--- src/rtl/tmr_pkg.sv ---
`timescale 1ns/1ps
package tmr_pkg;
   localparam int ADDR_W = 3;

   localparam logic [ADDR_W-1:0] RA_CTRL   = 3'd0;
   localparam logic [ADDR_W-1:0] RA_PSC    = 3'd1;
   localparam logic [ADDR_W-1:0] RA_CNT    = 3'd2;
   localparam logic [ADDR_W-1:0] RA_RELOAD = 3'd3;
   localparam logic [ADDR_W-1:0] RA_REP    = 3'd4;
   localparam logic [ADDR_W-1:0] RA_FLAG   = 3'd5;

   typedef enum logic [1:0] {
      CM_UP     = 2'b00,
      CM_DOWN   = 2'b01,
      CM_CENTER = 2'b10,
      CM_UP_ALT = 2'b11
   } cnt_mode_e;

   localparam int CTRL_W = 5;

   // bit 0 enable, [2:1] mode, bit 3 reload buffering, bit 4 irq enable
   typedef struct packed {
      logic      ie;
      logic      preload;
      cnt_mode_e mode;
      logic      en;
   } ctrl_t;
endpackage

--- src/rtl/tmr_psc_div.sv ---
`timescale 1ns/1ps
module tmr_psc_div #(
   parameter int PSC_W = 16
) (
   input  logic             clk,
   input  logic             rst_n,
   input  logic             run,
   input  logic             restart,
   input  logic [PSC_W-1:0] div,
   output logic             tick
);
   logic [PSC_W-1:0] phase_q;
   logic             at_end;

   assign at_end = (phase_q >= div);
   assign tick   = run && !restart && at_end;

   always_ff @(posedge clk or negedge rst_n) begin
      if (!rst_n)       phase_q <= '0;
      else if (restart) phase_q <= '0;
      else if (run)     phase_q <= at_end ? '0 : phase_q + 1'b1;
   end
endmodule

--- src/rtl/tmr_rep_div.sv ---
`timescale 1ns/1ps
module tmr_rep_div #(
   parameter int REP_W = 8
) (
   input  logic             clk,
   input  logic             rst_n,
   input  logic             wrap,
   input  logic             reload,
   input  logic [REP_W-1:0] rep_val,
   output logic             last
);
   logic [REP_W-1:0] left_q;

   assign last = (left_q == '0);

   always_ff @(posedge clk or negedge rst_n) begin
      if (!rst_n)      left_q <= '0;
      else if (reload) left_q <= rep_val;
      else if (wrap)   left_q <= last ? rep_val : left_q - 1'b1;
   end
endmodule

--- src/rtl/tmr_cnt_core.sv ---
`timescale 1ns/1ps
module tmr_cnt_core
   import tmr_pkg::*;
#(
   parameter int CNT_W = 16
) (
   input  logic             clk,
   input  logic             rst_n,
   input  logic             step,
   input  cnt_mode_e        mode,
   input  logic [CNT_W-1:0] limit,
   input  logic [CNT_W-1:0] refill,
   input  logic             init,
   input  logic [CNT_W-1:0] init_val,
   input  logic             load,
   input  logic [CNT_W-1:0] load_val,
   output logic [CNT_W-1:0] count,
   output logic             wrap
);
   localparam logic [CNT_W-1:0] ONE = CNT_W'(1);

   logic             down_q;
   logic             hit;
   logic             nxt_down;
   logic [CNT_W-1:0] nxt;

   // wrap decision and direction: independent of refill
   always_comb begin
      hit      = 1'b0;
      nxt_down = down_q;
      case (mode)
         CM_DOWN:   hit = (count == '0);
         CM_CENTER: begin
            if (!down_q) begin
               hit = (count >= limit);
               if (hit) nxt_down = 1'b1;
            end else begin
               hit = (count == '0);
               if (hit) nxt_down = 1'b0;
            end
         end
         default:   hit = (count >= limit);
      endcase
   end

   always_comb begin
      case (mode)
         CM_DOWN:   nxt = hit ? refill : count - ONE;
         CM_CENTER: begin
            if (!down_q) nxt = hit ? ((limit == '0) ? '0 : limit - ONE) : count + ONE;
            else         nxt = hit ? ((limit == '0) ? '0 : ONE)         : count - ONE;
         end
         default:   nxt = hit ? '0 : count + ONE;
      endcase
   end

   assign wrap = step && hit && !init && !load;

   always_ff @(posedge clk or negedge rst_n) begin
      if (!rst_n) begin
         count  <= '0;
         down_q <= 1'b0;
      end else if (init) begin
         count  <= init_val;
         down_q <= 1'b0;
      end else if (load) begin
         count  <= load_val;
      end else if (step) begin
         count  <= nxt;
         down_q <= nxt_down;
      end
   end
endmodule

--- src/rtl/tmr_timebase.sv ---
`timescale 1ns/1ps
module tmr_timebase
   import tmr_pkg::*;
#(
   parameter int CNT_W  = 16,
   parameter int PSC_W  = 16,
   parameter int REP_W  = 8,
   parameter bit REP_EN = 1'b1
) (
   input  logic              clk,
   input  logic              rst_n,
   input  logic              tick_en,
   input  logic              wr_en,
   input  logic [ADDR_W-1:0] wr_addr,
   input  logic [CNT_W-1:0]  wr_data,
   input  logic [ADDR_W-1:0] rd_addr,
   output logic [CNT_W-1:0]  rd_data,
   input  logic              sw_update,
   output logic              update_evt,
   output logic              update_flag,
   output logic              irq,
   output logic [CNT_W-1:0]  count
);
   if (CNT_W < CTRL_W || CNT_W > 32) begin : g_bad_cnt_w
      $error("tmr_timebase: CNT_W must lie in 5..32");
   end
   if (PSC_W < 1 || PSC_W > CNT_W) begin : g_bad_psc_w
      $error("tmr_timebase: PSC_W must lie in 1..CNT_W");
   end
   if (REP_W < 1 || REP_W > CNT_W) begin : g_bad_rep_w
      $error("tmr_timebase: REP_W must lie in 1..CNT_W");
   end

   ctrl_t            ctrl_q;
   logic [PSC_W-1:0] psc_buf, psc_act;
   logic [CNT_W-1:0] arr_buf, arr_act;
   logic [REP_W-1:0] rep_buf;
   logic             flag_q, uev_q;

   logic             run, cnt_step, cnt_wrap, rep_last;
   logic             uev_hw, uev_now;
   logic             wr_cnt, flag_clr;
   logic [CNT_W-1:0] arr_use, arr_refill, init_val;

   assign run        = ctrl_q.en && tick_en;
   assign wr_cnt     = wr_en && (wr_addr == RA_CNT);
   assign flag_clr   = wr_en && (wr_addr == RA_FLAG) && wr_data[0];
   assign arr_use    = ctrl_q.preload ? arr_act : arr_buf;
   assign arr_refill = rep_last ? arr_buf : arr_use;
   assign init_val   = (ctrl_q.mode == CM_DOWN) ? arr_buf : '0;
   assign uev_hw     = cnt_wrap && rep_last;
   assign uev_now    = uev_hw || sw_update;

   tmr_psc_div #(.PSC_W(PSC_W)) u_psc (
      .clk     (clk),
      .rst_n   (rst_n),
      .run     (run),
      .restart (sw_update),
      .div     (psc_act),
      .tick    (cnt_step)
   );

   tmr_cnt_core #(.CNT_W(CNT_W)) u_cnt (
      .clk      (clk),
      .rst_n    (rst_n),
      .step     (cnt_step),
      .mode     (ctrl_q.mode),
      .limit    (arr_use),
      .refill   (arr_refill),
      .init     (sw_update),
      .init_val (init_val),
      .load     (wr_cnt),
      .load_val (wr_data),
      .count    (count),
      .wrap     (cnt_wrap)
   );

   if (REP_EN) begin : g_rep
      tmr_rep_div #(.REP_W(REP_W)) u_rep (
         .clk     (clk),
         .rst_n   (rst_n),
         .wrap    (cnt_wrap),
         .reload  (sw_update),
         .rep_val (rep_buf),
         .last    (rep_last)
      );
   end else begin : g_no_rep
      assign rep_last = 1'b1;
   end

   always_ff @(posedge clk or negedge rst_n) begin
      if (!rst_n) begin
         ctrl_q  <= '0;
         psc_buf <= '0;
         psc_act <= '0;
         arr_buf <= '0;
         arr_act <= '0;
         rep_buf <= '0;
         flag_q  <= 1'b0;
         uev_q   <= 1'b0;
      end else begin
         if (wr_en) begin
            case (wr_addr)
               RA_CTRL:   ctrl_q  <= ctrl_t'(wr_data[CTRL_W-1:0]);
               RA_PSC:    psc_buf <= wr_data[PSC_W-1:0];
               RA_RELOAD: arr_buf <= wr_data;
               RA_REP:    rep_buf <= wr_data[REP_W-1:0];
               default:   ;
            endcase
         end
         if (uev_now) begin
            psc_act <= psc_buf;
            arr_act <= arr_buf;
         end
         if (uev_now)       flag_q <= 1'b1;
         else if (flag_clr) flag_q <= 1'b0;
         uev_q <= uev_now;
      end
   end

   always_comb begin
      rd_data = '0;
      case (rd_addr)
         RA_CTRL:   rd_data[CTRL_W-1:0] = ctrl_q;
         RA_PSC:    rd_data[PSC_W-1:0]  = psc_buf;
         RA_CNT:    rd_data             = count;
         RA_RELOAD: rd_data             = arr_buf;
         RA_REP:    rd_data[REP_W-1:0]  = rep_buf;
         RA_FLAG:   rd_data[0]          = flag_q;
         default:   rd_data             = '0;
      endcase
   end

   assign update_evt  = uev_q;
   assign update_flag = flag_q;
   assign irq         = flag_q && ctrl_q.ie;
endmodule

--- config.mk ---
export PLATFORM = sky130hd
export DESIGN_NAME = tmr_timebase
export DESIGN_NICKNAME = d
export VERILOG_FILES = /design/src/rtl/tmr_pkg.sv /design/src/rtl/tmr_psc_div.sv /design/src/rtl/tmr_rep_div.sv /design/src/rtl/tmr_cnt_core.sv /design/src/rtl/tmr_timebase.sv
export SDC_FILE = /design/constraint.sdc
export NUM_CORES = 1
export LEC_CHECK = 0
export CAP_MARGIN = 20
export CORE_ASPECT_RATIO = 1.2
export CORE_MARGIN = 8
export CORE_UTILIZATION = 55
export DETAILED_ROUTE_END_ITERATION = 8
export PLACE_DENSITY = 0.75
export SLEW_MARGIN = 20
export SYNTH_ARGS = -nofsm -noshare
export SYNTH_HDL_FRONTEND = slang
export SYNTH_SLANG_ARGS = --single-unit
--- constraint.sdc ---
create_clock -name clk -period 14.14 [get_ports clk]
set_input_delay 2.121 -clock clk [delete_from_list [all_inputs] [get_ports clk]]
set_output_delay 2.121 -clock clk [all_outputs]
set_load 0.02 [all_outputs]
==> run metrics <==
num rows=50; Post-Route WL=27300 um; slew margin rel.=0.252; CP top delay family=buffers and inverters; Hold Fails Final Rpt=0; Hold Path Class=register to register; EDFF count, synth=0; CTS tree=built; total gr overflow=0; Yosys top cell area share=0.340; # IOs=62; number of diodes=0; Mapped Cells=978; worst-skew pair later-pin latency=440 ps; Post-Syn Area=8830 um2; clk buf depth=2; P per Cell Area=166 nW/um2; Synthesized Nets=1046; Finish-stage setup viols=0; Yosys top cell by area=dfrtp_1; Post-CTS Setup Inserts=0; status=complete, no violations; CP required=12020 ps; DIE AREA=20400 um2; Peak VDD IR=0.113 mV; H-tree depth=4; Critical Path AT=4680 ps; top post-synthesis cells by area=dfrtp_1 (34%), mux2_2 (8.2%), ha_1 (5.8%); core area=15600 um2; Cell variety after synth=71; gpl congestion=0.977; Static Leak=4.29 nW; first drt pass iteration count=5; Final Core Density=0.646; most common cell in the netlist=dfrtp_1; initial DRC count=738; main flop type after synthesis=dfrtp_1; fin. max-slew vios=0; Die X-Extent=132 um; WL met2=12300 um; antenna-violating nets left=0; sequential share of the synthesized area=0.340; RSZ-0062 raised after global routing=false; clk slew on worst S/H paths=60 ps; first-pass GRT wire length=43600 um; vias in the first global route=7877; input/output buffers=61; # fillers=1307; post-DP HPWL=19200 um; pin count of the biggest net entering global routing=81; Post-synth top cells=dfrtp_1 (120), nor2_1 (89), nand2_1 (81); Synth Area per Inst=9.03 um2; max_cap viols=0; Tightest Pin Transition=1110 ps; Tmin final=6800 ps; register bit total from synthesis=120; critical setup path kind=primary input to primary output; final hold slack=509 ps; Post-CTS Resized=0; Fin Clk Skew=11.8 ps; CTS Sinks=120; Initial Util=0.564; CP endpoint kind=primary output; drc violations=0; met1 WL=11600 um; top routing layer in use=met4; clock root buffer=clkbuf_16; hold bufs inserted after CTS=0; share of flip-flops with an asynchronous set or reset=1.00; initial antenna violation count=0; Die H=155 um; Crit path largest cell delay=1210 ps; layout cells sized above 1=0.148; CP Max Fanout=30; Syn-to-layout area delta=14.4%; Detail Route met3 WL=2100 um; GRT Overall Usage=0.270; Setup crit start kind=primary input; drt wl/cell=22.3 um; Syn. warnings=0; setup TNS=0 ps; CP bufs+invs=3; vias after detailed routing=8062; Most common cell on crit path=clkdlybuf4s50_1; cts bufs inserted=17; Nets=1075; f_max=0.147 GHz; vias per cell=6.57; Final period util=0.481; Critical Path, Cell by Cell=clkdlybuf4s50_1 > mux4_2 > inv_1 > o21ai_0 > clkdlybuf4s50_1; Crit-path slowest cell=clkdlybuf4s50_1
[sequential cells by signal, summed over array words and instances, names as in the netlist]
signal,flops
u_cnt.down_q,1
update_flag,1
g_rep.u_rep.left_q,8
psc_act,16
arr_buf,16
psc_buf,16
ctrl_q,5
rep_buf,8
u_psc.phase_q,16
arr_act,16
update_evt,1
u_cnt.count,16
[cell usage in the layout (no fill, tap or decap), drive strengths merged, types with 27 or more instances in the layout]
cell and instances:
o21ai 76, nand2 81, nor2 89, mux2 91
ha 41, clkdlybuf4s50 60, a21oi 55, inv 47
dfrtp 120, nor3 27
[path summary, 6_finish.rpt]
kind	start	end	slack, ps	cells after the start
setup / recovery	rd_addr[1]	rd_data[2]	7340	5
setup reg to reg	ctrl_q[3]$_DFFE_PN0P_	arr_act[10]$_DFFE_PN0P_	8820	12
hold / removal	psc_act[13]$_DFFE_PN0P_	psc_act[13]$_DFFE_PN0P_	510	1
hold reg to reg	psc_act[13]$_DFFE_PN0P_	psc_act[13]$_DFFE_PN0P_	510	1
max in group asynchronous	rst_n	psc_act[15]$_DFFE_PN0P_	11350	2
min in group asynchronous	rst_n	arr_act[6]$_DFFE_PN0P_	1660	1
[cell type report]
| type | count | area [um2] | share of cell area |
|---|---|---|---|
| repair buffers | 73 | 702 | 0.0695 |
| multi-input cells | 758 | 5440 | 0.539 |
| clock buffers | 17 | 425 | 0.0421 |
| inverters | 37 | 139 | 0.0137 |
| clock inverters | 15 | 131 | 0.0130 |
| well taps | 208 | 260 | 0.0258 |
| flip-flops and latches | 120 | 3000 | 0.297 |
[routing by layer]
metal  vias up  GRT usage
met3        99     0.0548
met4         0      0.154
met5         -          0
met1      3906      0.344
met2       397      0.420
li1       3660          -
[report_power, final]
group,total (W),switching [W],internal [W]
Clock,0.000414,0.000184,0.000230
Sequential,0.000558,0.000140,0.000418
Combinational,0.000706,0.000396,0.000310
[cells by family after synthesis]
| kind of cell | after synthesis | synth area share |
|---|---|---|
| adders and majority gates | 41 | 0.0581 |
| and+or+nand+nor | 308 | 0.171 |
| buffers and inverters | 100 | 0.0472 |
| muxes | 118 | 0.161 |
| xor gates and xnor gates | 39 | 0.0387 |
| AOI/OAI and AO/OA | 252 | 0.184 |
| DFF | 120 | 0.340 |
[per-stage QoR]
step | cell area (um2) | cells | total power [W] | setup WS, ps
6_report | 10100 | 1228 | 0.00168 | 7340
5_1_grt | 10100 | 1228 | 0.00177 | 7230
4_1_cts | 10100 | 1228 | 0.00166 | 7390
3_5_place_dp | 9540 | 1196 | 0.00124 | 7430
3_3_place_gp | 9540 | 1196 | 0.00123 | 7430
2_1_floorplan | 8830 | 978 | 0.00102 | 8520
Note: power is estimated with default switching activity, not from simulation.
